### src/rtl/ibrk_pkg.sv
package ibrk_pkg;
  localparam int FLD_ADDR = 0;
  localparam int FLD_MASK = 1;
  localparam int FLD_ID   = 2;
  localparam int FLD_CTRL = 3;
  localparam int CB_BRK   = 0;
  localparam int CB_TRG   = 1;
  localparam int CB_USEID = 2;
  localparam int CTRL_W   = 3;
  localparam logic [5:0] A_STATUS = 6'h20;
  localparam logic [5:0] A_CAP    = 6'h21;
endpackage

### src/rtl/ibrk_cmp.sv
module ibrk_cmp #(
  parameter int AW    = 32,
  parameter int IDW   = 8,
  parameter bit IDSUP = 1'b1
) (
  input  logic [AW-1:0]  pc,
  input  logic [AW-1:0]  base,
  input  logic [AW-1:0]  mask,
  input  logic [IDW-1:0] id_now,
  input  logic [IDW-1:0] id_ch,
  input  logic           use_id,
  output logic           match
);
  logic addr_ok, id_ok;
  assign addr_ok = &((pc ~^ base) | mask);
  generate
    if (IDSUP) begin : g_id
      assign id_ok = !use_id || (id_now == id_ch);
    end else begin : g_noid
      logic unused_id;
      assign unused_id = ^{id_now, id_ch, use_id};
      assign id_ok = 1'b1;
    end
  endgenerate
  assign match = addr_ok && id_ok;
endmodule

### src/rtl/ibrk_regs.sv
module ibrk_regs
  import ibrk_pkg::*;
#(
  parameter int NCH   = 4,
  parameter int AW    = 32,
  parameter int IDW   = 8,
  parameter bit IDSUP = 1'b1
) (
  input  logic                       clk,
  input  logic                       rst,
  input  logic                       bus_we,
  input  logic [5:0]                 bus_addr,
  input  logic [31:0]                bus_wdata,
  output logic [31:0]                bus_rdata,
  input  logic [NCH-1:0]             hit,
  output logic [NCH-1:0][AW-1:0]     ch_base,
  output logic [NCH-1:0][AW-1:0]     ch_mask,
  output logic [NCH-1:0][IDW-1:0]    ch_id,
  output logic [NCH-1:0][CTRL_W-1:0] ch_ctrl,
  output logic [NCH-1:0]             sts
);
  logic       is_ch, sts_wr;
  logic [2:0] sel;
  logic [1:0] fld;
  assign is_ch  = !bus_addr[5];
  assign sel    = bus_addr[4:2];
  assign fld    = bus_addr[1:0];
  assign sts_wr = bus_we && (bus_addr == A_STATUS);

  for (genvar c = 0; c < NCH; c++) begin : g_ch
    logic wr_c;
    assign wr_c = bus_we && is_ch && (int'(sel) == c);
    always_ff @(posedge clk) begin
      if (rst) begin
        ch_base[c] <= '0;
        ch_mask[c] <= '0;
        ch_ctrl[c] <= '0;
      end else if (wr_c) begin
        if (fld == 2'(FLD_ADDR)) ch_base[c] <= bus_wdata[AW-1:0];
        if (fld == 2'(FLD_MASK)) ch_mask[c] <= bus_wdata[AW-1:0];
        if (fld == 2'(FLD_CTRL)) ch_ctrl[c] <= bus_wdata[CTRL_W-1:0];
      end
    end
    if (IDSUP) begin : g_idr
      always_ff @(posedge clk) begin
        if (rst) ch_id[c] <= '0;
        else if (wr_c && fld == 2'(FLD_ID)) ch_id[c] <= bus_wdata[IDW-1:0];
      end
    end else begin : g_noidr
      assign ch_id[c] = '0;
    end
  end

  always_ff @(posedge clk) begin
    if (rst) sts <= '0;
    else     sts <= (sts & ~(sts_wr ? bus_wdata[NCH-1:0] : '0)) | hit;
  end

  always_ff @(posedge clk) begin
    if (rst) begin
      bus_rdata <= '0;
    end else begin
      bus_rdata <= '0;
      if (bus_addr == A_STATUS) bus_rdata <= 32'(sts);
      if (bus_addr == A_CAP)    bus_rdata <= {27'd0, IDSUP, 4'(NCH)};
      for (int c = 0; c < NCH; c++) begin
        if (is_ch && int'(sel) == c) begin
          case (fld)
            2'(FLD_ADDR): bus_rdata <= 32'(ch_base[c]);
            2'(FLD_MASK): bus_rdata <= 32'(ch_mask[c]);
            2'(FLD_ID):   bus_rdata <= 32'(ch_id[c]);
            default:      bus_rdata <= 32'(ch_ctrl[c]);
          endcase
        end
      end
    end
  end

  AST_STS_STICKY: assert property (@(posedge clk) disable iff (rst)
    !sts_wr |=> ((sts & $past(sts)) == $past(sts)));
  AST_HIT_SETS: assert property (@(posedge clk) disable iff (rst)
    hit != '0 |=> ((sts & $past(hit)) == $past(hit)));
endmodule

### src/rtl/ibrk_unit.sv
module ibrk_unit
  import ibrk_pkg::*;
#(
  parameter int NCH   = 4,
  parameter int AW    = 32,
  parameter int IDW   = 8,
  parameter bit IDSUP = 1'b1
) (
  input  logic           clk,
  input  logic           rst,
  input  logic           bus_we,
  input  logic [5:0]     bus_addr,
  input  logic [31:0]    bus_wdata,
  output logic [31:0]    bus_rdata,
  input  logic           ret_valid,
  input  logic [AW-1:0]  ret_pc,
  input  logic [IDW-1:0] cur_id,
  input  logic           dbg_mode,
  input  logic           spec,
  output logic           brk_req,
  output logic [NCH-1:0] trig,
  output logic [NCH-1:0] hit_sts
);
  logic [NCH-1:0][AW-1:0]     ch_base, ch_mask;
  logic [NCH-1:0][IDW-1:0]    ch_id;
  logic [NCH-1:0][CTRL_W-1:0] ch_ctrl;
  logic [NCH-1:0]             cmp_hit, hit, be, te;
  logic                       eval;

  assign eval = ret_valid && !dbg_mode && !spec;

  ibrk_regs #(.NCH(NCH), .AW(AW), .IDW(IDW), .IDSUP(IDSUP)) u_regs (
    .clk(clk), .rst(rst), .bus_we(bus_we), .bus_addr(bus_addr),
    .bus_wdata(bus_wdata), .bus_rdata(bus_rdata), .hit(hit),
    .ch_base(ch_base), .ch_mask(ch_mask), .ch_id(ch_id),
    .ch_ctrl(ch_ctrl), .sts(hit_sts)
  );

  for (genvar c = 0; c < NCH; c++) begin : g_cmp
    ibrk_cmp #(.AW(AW), .IDW(IDW), .IDSUP(IDSUP)) u_cmp (
      .pc(ret_pc), .base(ch_base[c]), .mask(ch_mask[c]),
      .id_now(cur_id), .id_ch(ch_id[c]), .use_id(ch_ctrl[c][CB_USEID]),
      .match(cmp_hit[c])
    );
    assign be[c]  = ch_ctrl[c][CB_BRK];
    assign te[c]  = ch_ctrl[c][CB_TRG];
    assign hit[c] = eval && cmp_hit[c] && (be[c] || te[c]);
  end

  always_ff @(posedge clk) begin
    if (rst) begin
      brk_req <= 1'b0;
      trig    <= '0;
    end else begin
      brk_req <= |(hit & be);
      trig    <= hit & te;
    end
  end

  AST_NO_DEBUG_HIT: assert property (@(posedge clk) disable iff (rst)
    dbg_mode |=> (!brk_req && trig == '0));
  AST_NO_SPEC_HIT: assert property (@(posedge clk) disable iff (rst)
    spec |=> (!brk_req && trig == '0));
  AST_BRK_HAS_STS: assert property (@(posedge clk) disable iff (rst)
    brk_req |-> (hit_sts != '0));
  AST_TRIG_HAS_STS: assert property (@(posedge clk) disable iff (rst)
    ((trig & hit_sts) == trig));
  AST_IDLE_QUIET: assert property (@(posedge clk) disable iff (rst)
    !ret_valid |=> (!brk_req && trig == '0));
endmodule

### config.mk
export PLATFORM = sky130hd
export DESIGN_NAME = ibrk_unit
export DESIGN_NICKNAME = d
export VERILOG_FILES = /design/src/rtl/ibrk_pkg.sv /design/src/rtl/ibrk_cmp.sv /design/src/rtl/ibrk_regs.sv /design/src/rtl/ibrk_unit.sv
export SDC_FILE = /design/constraint.sdc
export NUM_CORES = 1
export LEC_CHECK = 0
export BUFFER_PORTS_ARGS = -buffer_cell sky130_fd_sc_hd__buf_2
export CAP_MARGIN = 20
export CORE_ASPECT_RATIO = 0.6
export CORE_MARGIN = 5
export CORE_UTILIZATION = 45
export CTS_CLUSTER_DIAMETER = 60
export DETAILED_ROUTE_END_ITERATION = 7
export SLEW_MARGIN = 20
export SYNTH_ARGS = -nofsm -noshare
export SYNTH_HDL_FRONTEND = slang
export SYNTH_SLANG_ARGS = --single-unit
### constraint.sdc
create_clock -name clk -period 1.8 [get_ports clk]
set_input_delay 0.09 -clock clk [delete_from_list [all_inputs] [get_ports clk]]
set_output_delay 0.09 -clock clk [all_outputs]
set_load 0.01 [all_outputs]
* After elaboration in Yosys (flattened, before gate mapping)
Cells that the tools add are included.
Word-level totals: register bits 341, RAM bits 0, memories 0, input port bits 84, latch bits 0, ROM bits 0, output and inout port bits 41, word-level logic and storage cells 118
Operators by class: $mul 0, reduce and logical (&&, ||, !) cells 62, bitwise operators 13, add/subtract/negate cells 0, div/mod/pow operators 0, multiplexer cells 11, shift-type cells 0, equality and inequality tests 12, $lt $le $gt $ge 0
Operators with widths (count):
- 32-bit case mux with 3 select lines | 4
- 32-bit two-way mux | 4
- 32-bit bitwise OR | 4
- 32-bit AND reduction | 4
- 32-bit bitwise XNOR | 4
- 8-bit equality test | 4
- 1-bit logical AND | 28
- 2-bit AND reduction | 12
- 4-bit bitwise AND | 3
- 6-bit equality test, second input constant | 2
- 1-bit logical OR | 8
- 4-bit two-way mux | 2
- 1-bit zero test | 7
- 3-bit equality test, second input constant | 2
- 5-bit two-way mux | 1
- 2-bit equality test, second input constant | 2
- 4-bit NOT | 1
- 4-bit bitwise OR | 1
- 4-bit OR reduction | 1
- 3-bit by 2-bit equality test with 1-bit output, second input constant | 1
- 3-bit zero test | 1
- 2-bit by 1-bit equality test with 1-bit output, second input constant | 1
- 2-bit zero test | 1

* Longest topological paths before layout
depth in word-level cells 8, depth in mapped cells 9, mapped depth without buffers 6

* Hierarchy
A second synthesis with hierarchy kept.
Second synthesis, totals: cell total of the unflattened synthesis 1991, area total of the unflattened synthesis 16444.5 µm²
By module, submodules not included:
- ibrk_regs | cells each 1709, area each 14214.9 µm², instances 1
- ibrk_cmp | cells each 65, area each 503.0 µm², instances 4
- ibrk_unit | cells each 22, area each 217.7 µm², instances 1

* Least setup slack after synthesis
OpenSTA, ideal clock, no wires.
kind input-to-reg, start input bus_addr[0], end register u_regs.bus_rdata[18], library setup time 0.128 ns, slack 0.335 ns, path buffers 4, stages on the path 8, data required time 1.672 ns, data arrival time 1.337 ns, path through buf_4 buf_4 buf_4 buf_2 mux2i_1 o22ai_1 nor2_1 nor2_1
On the way: longest elaborated chain between the ends 6, elaborated cells on any way between the ends 11, those cells by class 2 x eq/ne; 8 x mux; 1 x reduce/logical
RTL lines:
- start, declared | line ibrk_unit.sv:12 | input logic [5:0] bus_addr,
- 2-bit equality test, or another cell as far along | line ibrk_regs.sv:68 | case (fld)
- 32-bit case mux with 3 select lines | line ibrk_regs.sv:68
- 32-bit two-way mux (3 in a row) | line ibrk_regs.sv:67 | if (is_ch && int'(sel) == c) begin
- 32-bit two-way mux (*) | line ibrk_regs.sv:67
- end signal, assigned | line ibrk_regs.sv:69 | 2'(FLD_ADDR): bus_rdata <= 32'(ch_base[c]);
- end signal, assigned | line ibrk_regs.sv:70 | 2'(FLD_MASK): bus_rdata <= 32'(ch_mask[c]);
- end signal, assigned | line ibrk_regs.sv:71 | 2'(FLD_ID): bus_rdata <= 32'(ch_id[c]);
- end, declared | line ibrk_regs.sv:14 | output logic [31:0] bus_rdata,
Every way passes the cells marked *; elsewhere a longest branch is shown, timed or not. A chain may end at the register's enable or synchronous reset.

* Final worst setup path
start register u_regs.ch_base[113] (netlist name), end register trig[3]
On the way: longest elaborated chain between the ends 7
RTL lines:
- start, declared | line ibrk_regs.sv:16 | output logic [NCH-1:0][AW-1:0] ch_base,
- start signal, assigned by index | line ibrk_regs.sv:39 | if (fld == 2'(FLD_ADDR)) ch_base[c] <= bus_wdata[AW-1:0];
- 32-bit bitwise XNOR | line ibrk_cmp.sv:15 | assign addr_ok = &((pc ~^ base) | mask);
- 32-bit bitwise OR | line ibrk_cmp.sv:15
- 32-bit AND reduction | line ibrk_cmp.sv:15
- 1-bit logical AND | line ibrk_cmp.sv:25 | assign match = addr_ok && id_ok;
- 1-bit logical AND (2 in a row) | line ibrk_unit.sv:47 | assign hit[c] = eval && cmp_hit[c] && (be[c] || te[c]);
- 4-bit bitwise AND | line ibrk_unit.sv:56 | trig <= hit & te;
- end signal, assigned | line ibrk_unit.sv:56
- end, declared | line ibrk_unit.sv:21 | output logic [NCH-1:0] trig,
Every way passes these cells.

==> results_dict.tcl <==
set metrics [dict create \
    wire_length_of_the_first_global_routing_pass_mm 101.5 \
    worst_r2r_endpoint "trig[3]" \
    yosysWarnings 0 \
    rrSetupSlack_ns -0.15 \
    setup-tns-final_ns -0.5157 \
    power_switching_w 0.004306 \
    worst_slack_ns -0.1488 \
    num_vias 16480 \
    critPathArrivalTime_ns 2.40 \
    finalCritPeriodShare 1.083 \
    routabilityCongestion 0.9600 \
    power_report.internal_total_w 0.01259 \
    power_per_cell_area_nw_per_um2 810.2 \
    syn_area_um2 16370 \
    count_of_endpoints_failing_setup_in_the_final_report 6 \
    reg2reg_from "u_regs.ch_base[113]" \
    cpPeakStageDelay_ns 0.43 \
    whs_path_depth 3 \
    path_cells "xnor2_4 > o22ai_2 > nor4_4 > nand4_1 > nand3b_1 > nor3b_2" \
    post_synth.cell_area_avg_um2 7.838 \
    fmax_mhz 513.1 \
    final-hold-violation-count 0 \
    cp.required_ns 2.25 \
    synth_flop_cell "sky130_fd_sc_hd__dfxtp_1" \
    design.core.area_um2 36150 \
    layout.cells.most_common "sky130_fd_sc_hd__nand2_1" \
    hpwlAfterDp_mm 49.43 \
    drt-vias-per-instance 5.892 \
    clock_power_share 0.453 \
    fin_worst_hold_slack_ns 0.01792 \
    crit_path_kind "reg -> reg" \
    vdd_drop_max_mv 0.6969 \
    clock_tree.buffer_depth 3 \
    mostFrequentLayoutCells "590 x sky130_fd_sc_hd__nand2_1, 315 x sky130_fd_sc_hd__dfxtp_1, 311 x sky130_fd_sc_hd__a21oi_1, 182 x sky130_fd_sc_hd__buf_4, 133 x sky130_fd_sc_hd__xnor2_1" \
    postRouteAntennaNets 0 \
    timing.max_cap.violations 0 \
    io_buffer_count 124 \
    min_period_ns 1.949 \
    ys_async_sr_fraction 0 \
    dieWidth_um 256.3 \
    rsz0062_at_grt "true" \
    relSlewSlack 0.5132 \
    critical_path.top_delay_family "simple AND/OR/NAND/NOR gates" \
    drt_first_pass_iters 5 \
    placed_cell_areas_um2 18770 \
    total_wirelength_mm 69.31 \
    number_of_placement_rows 54 \
    number_of_placed_instances_with_taps_included 2692 \
    drt_iter0_markers 2324 \
    dieArea_um2 40420 \
    die_height_um 157.8 \
    detail_route.drc_violations 0 \
    skew_ns 0.02802 \
    hold_path_endpoint "u_regs.ch_id[10]" \
    root_buffer_master "sky130_fd_sc_hd__clkbuf_16" \
    grt_overflow 0 \
    edff_count_synth 0 \
    area.growth.synth_to_final_pct 27.35 \
    number_of_antenna_violations_at_the_first_check_in_global_routing 3 \
    critical_path_buf_inv_count 0 \
    clkSlewWorstSetupHoldPaths_ns 0.06 \
    ys_seq_area_frac 0.4169 \
    tritoncts_clock_tree "done" \
    global_route.usage.total 0.3315 \
    timing.reg2reg.worst_path_depth 6 \
    worst_path_maximum_fanout 3 \
    synth-seq-cells 341 \
    slew_violations 0 \
    finish.cell_count_without_fillers 2797 \
    violations "negative setup slack" \
    nNetsFinal 2378 \
    min_path_type "in -> reg" \
    cp_slowest_cell "sky130_fd_sc_hd__nor4_4" \
    num_antenna_cells 0 \
    worst_skew_pair.late_latency_ns 0.56 \
    power.leakage_nw 7.273 \
    first_global_vias 15190 \
    p_sw_frac 0.2549 \
    wl_per_cell_um 24.78 \
    synth_cells 2089 \
    total_power_w 0.01689 \
    power.sequential.fraction 0.451 \
    final_non_filler_cell_area_um2 20850 \
    synthesis.nets 2173 \
    hold_path_startpoint "bus_wdata[2]" \
    cts_num_sinks 341 \
    floorplan.initialDensity 0.4530 \
    timing.critical_path.to_type "flip-flop" \
    outcome "complete, but fails checks" \
    number_of_unique_standard_cell_types_used_by_synthesis 51 \
    tightestPinTransition_ns 0.7301 \
    cts.htree.levels 2 \
    p_comb_frac 0.096 \
    worstSetupStartpointType "flip-flop" \
    pin_count_of_the_biggest_net_entering_global_routing 94 \
    fraction_of_layout_instances_using_a_drive_strength_above_1 0.2258 \
    tritoncts_buffers 36 \
    io_pins 125 \
]
==> kinds of logic after synthesis <==
kind of cell / share of synthesized area
AO/OA/AOI/OAI: 0.1884
XOR/XNOR: 0.08559
buffers and inverters: 0.05884
flip-flops: 0.4169
multiplexers: 0.06358
AND/OR/NAND/NOR: 0.1866
==> power by group through the flow <==
stage	clock network [W]	registers (W)	logic, W
after detailed placement	0	0.00779	0.00145
after global routing	0.00804	0.00762	0.00169
after CTS	0.00770	0.00762	0.00154
final	0.00765	0.00762	0.00163
after global placement	0	0.00779	0.00145
after floorplan	0	0.00779	0.000808
==> cells in the mapped netlist, types with 2 or more instances <==
library cell	count	area (um2)
sky130_fd_sc_hd__buf_4	12	90.09
sky130_fd_sc_hd__nand3b_1	2	15.01
sky130_fd_sc_hd__a31oi_1	4	25.02
sky130_fd_sc_hd__nor3b_1	5	37.54
sky130_fd_sc_hd__a211oi_1	30	225.2
sky130_fd_sc_hd__nand2_1	590	2215
sky130_fd_sc_hd__or2_1	6	37.54
sky130_fd_sc_hd__a21bo_2	3	30.03
sky130_fd_sc_hd__mux4_2	12	270.3
sky130_fd_sc_hd__nor2_4	4	45.04
sky130_fd_sc_hd__buf_1	4	15.01
sky130_fd_sc_hd__o22ai_1	84	525.5
sky130_fd_sc_hd__buf_6	4	45.04
sky130_fd_sc_hd__a21oi_1	311	1556
sky130_fd_sc_hd__a221oi_1	23	201.4
sky130_fd_sc_hd__a22oi_1	28	210.2
sky130_fd_sc_hd__nand4_1	12	75.07
sky130_fd_sc_hd__clkbuf_1	125	469.2
sky130_fd_sc_hd__xnor2_1	160	1401
sky130_fd_sc_hd__o221ai_1	4	35.03
sky130_fd_sc_hd__nor2_2	8	50.05
sky130_fd_sc_hd__o22a_1	2	17.52
sky130_fd_sc_hd__o21ai_0	33	165.2
sky130_fd_sc_hd__nor4_1	12	75.07
sky130_fd_sc_hd__dfxtp_1	341	6827
sky130_fd_sc_hd__buf_2	68	340.3
sky130_fd_sc_hd__nor3_1	6	30.03
sky130_fd_sc_hd__mux2i_1	77	770.7
sky130_fd_sc_hd__nor2_1	87	326.6
sky130_fd_sc_hd__nand3_1	6	30.03
sky130_fd_sc_hd__o21ai_1	3	15.01
sky130_fd_sc_hd__nand2b_1	2	12.51
sky130_fd_sc_hd__or3_1	3	18.77
==> layout make-up <==
class | count | area (um2)
inverters | 1 | 3.754
clock buffers | 53 | 1056
fillers | 3296 | 15300
repair buffers | 380 | 3136
clock inverters | 12 | 126.4
flip-flops and latches | 341 | 6864
well taps | 476 | 595.6
multi-input cells | 1534 | 9070
==> state kept, by name, indices dropped and copies added (netlist names) <==
register and flops:
u_regs.sts 4, u_regs.ch_base 128, u_regs.ch_id 32, u_regs.ch_ctrl 12, u_regs.ch_mask 128, u_regs.bus_rdata 32
brk_req 1, trig 4
==> how the worst max path moves through the flow <==
stage,cells past startpoint,slack [ns],end,from
detailed placement,6,-0.65,trig[3],u_regs.ch_base[96]
CTS,6,-0.13,trig[3],u_regs.ch_base[111]
finish,6,-0.15,trig[3],u_regs.ch_base[113]
floorplan,8,0.34,u_regs.bus_rdata[18],bus_addr[0]
global placement,6,-0.60,trig[3],u_regs.ch_base[113]
global route,7,-0.20,trig[3],u_regs.ch_base[106]
==> metal layers <==
layer / GRT usage / vias to the layer above / share of wire
met4: 0.07240 / 4 / 0.018
li1: - / 7491 / -
met2: 0.4538 / 981 / 0.39
met1: 0.5063 / 7910 / 0.45
met5: 0 / - / 0.00039
met3: 0.1035 / 95 / 0.14
==> worst min-delay path: stages <==
cell	delay, ns
sky130_fd_sc_hd__buf_2	0.25
sky130_fd_sc_hd__nand2_1	0.11
sky130_fd_sc_hd__a21oi_1	0.05
==> repair_timing <==
| item | 4_1_cts | 5_1_grt |
|---|---|---|
| hold endpoints to repair | 253 | 0 |
| endpoints found under the setup margin | 8 | 11 |
| pin swaps | 28 | 33 |
| cloned | 0 | 0 |
| buffers inserted | 4 | 2 |
| hold buffers | 34 | 0 |
| gates resized for setup | 38 | 61 |
==> stage by stage <==
stage	setup slack (ns)	utilization
floorplan	0.3355	-
global placement	-0.6038	0.5193
detailed placement	-0.6468	0.5193
global route	-0.2013	0.5768
finish	-0.1488	0.5768
CTS	-0.1298	0.5682
Note: power is estimated with default switching activity, not from simulation.
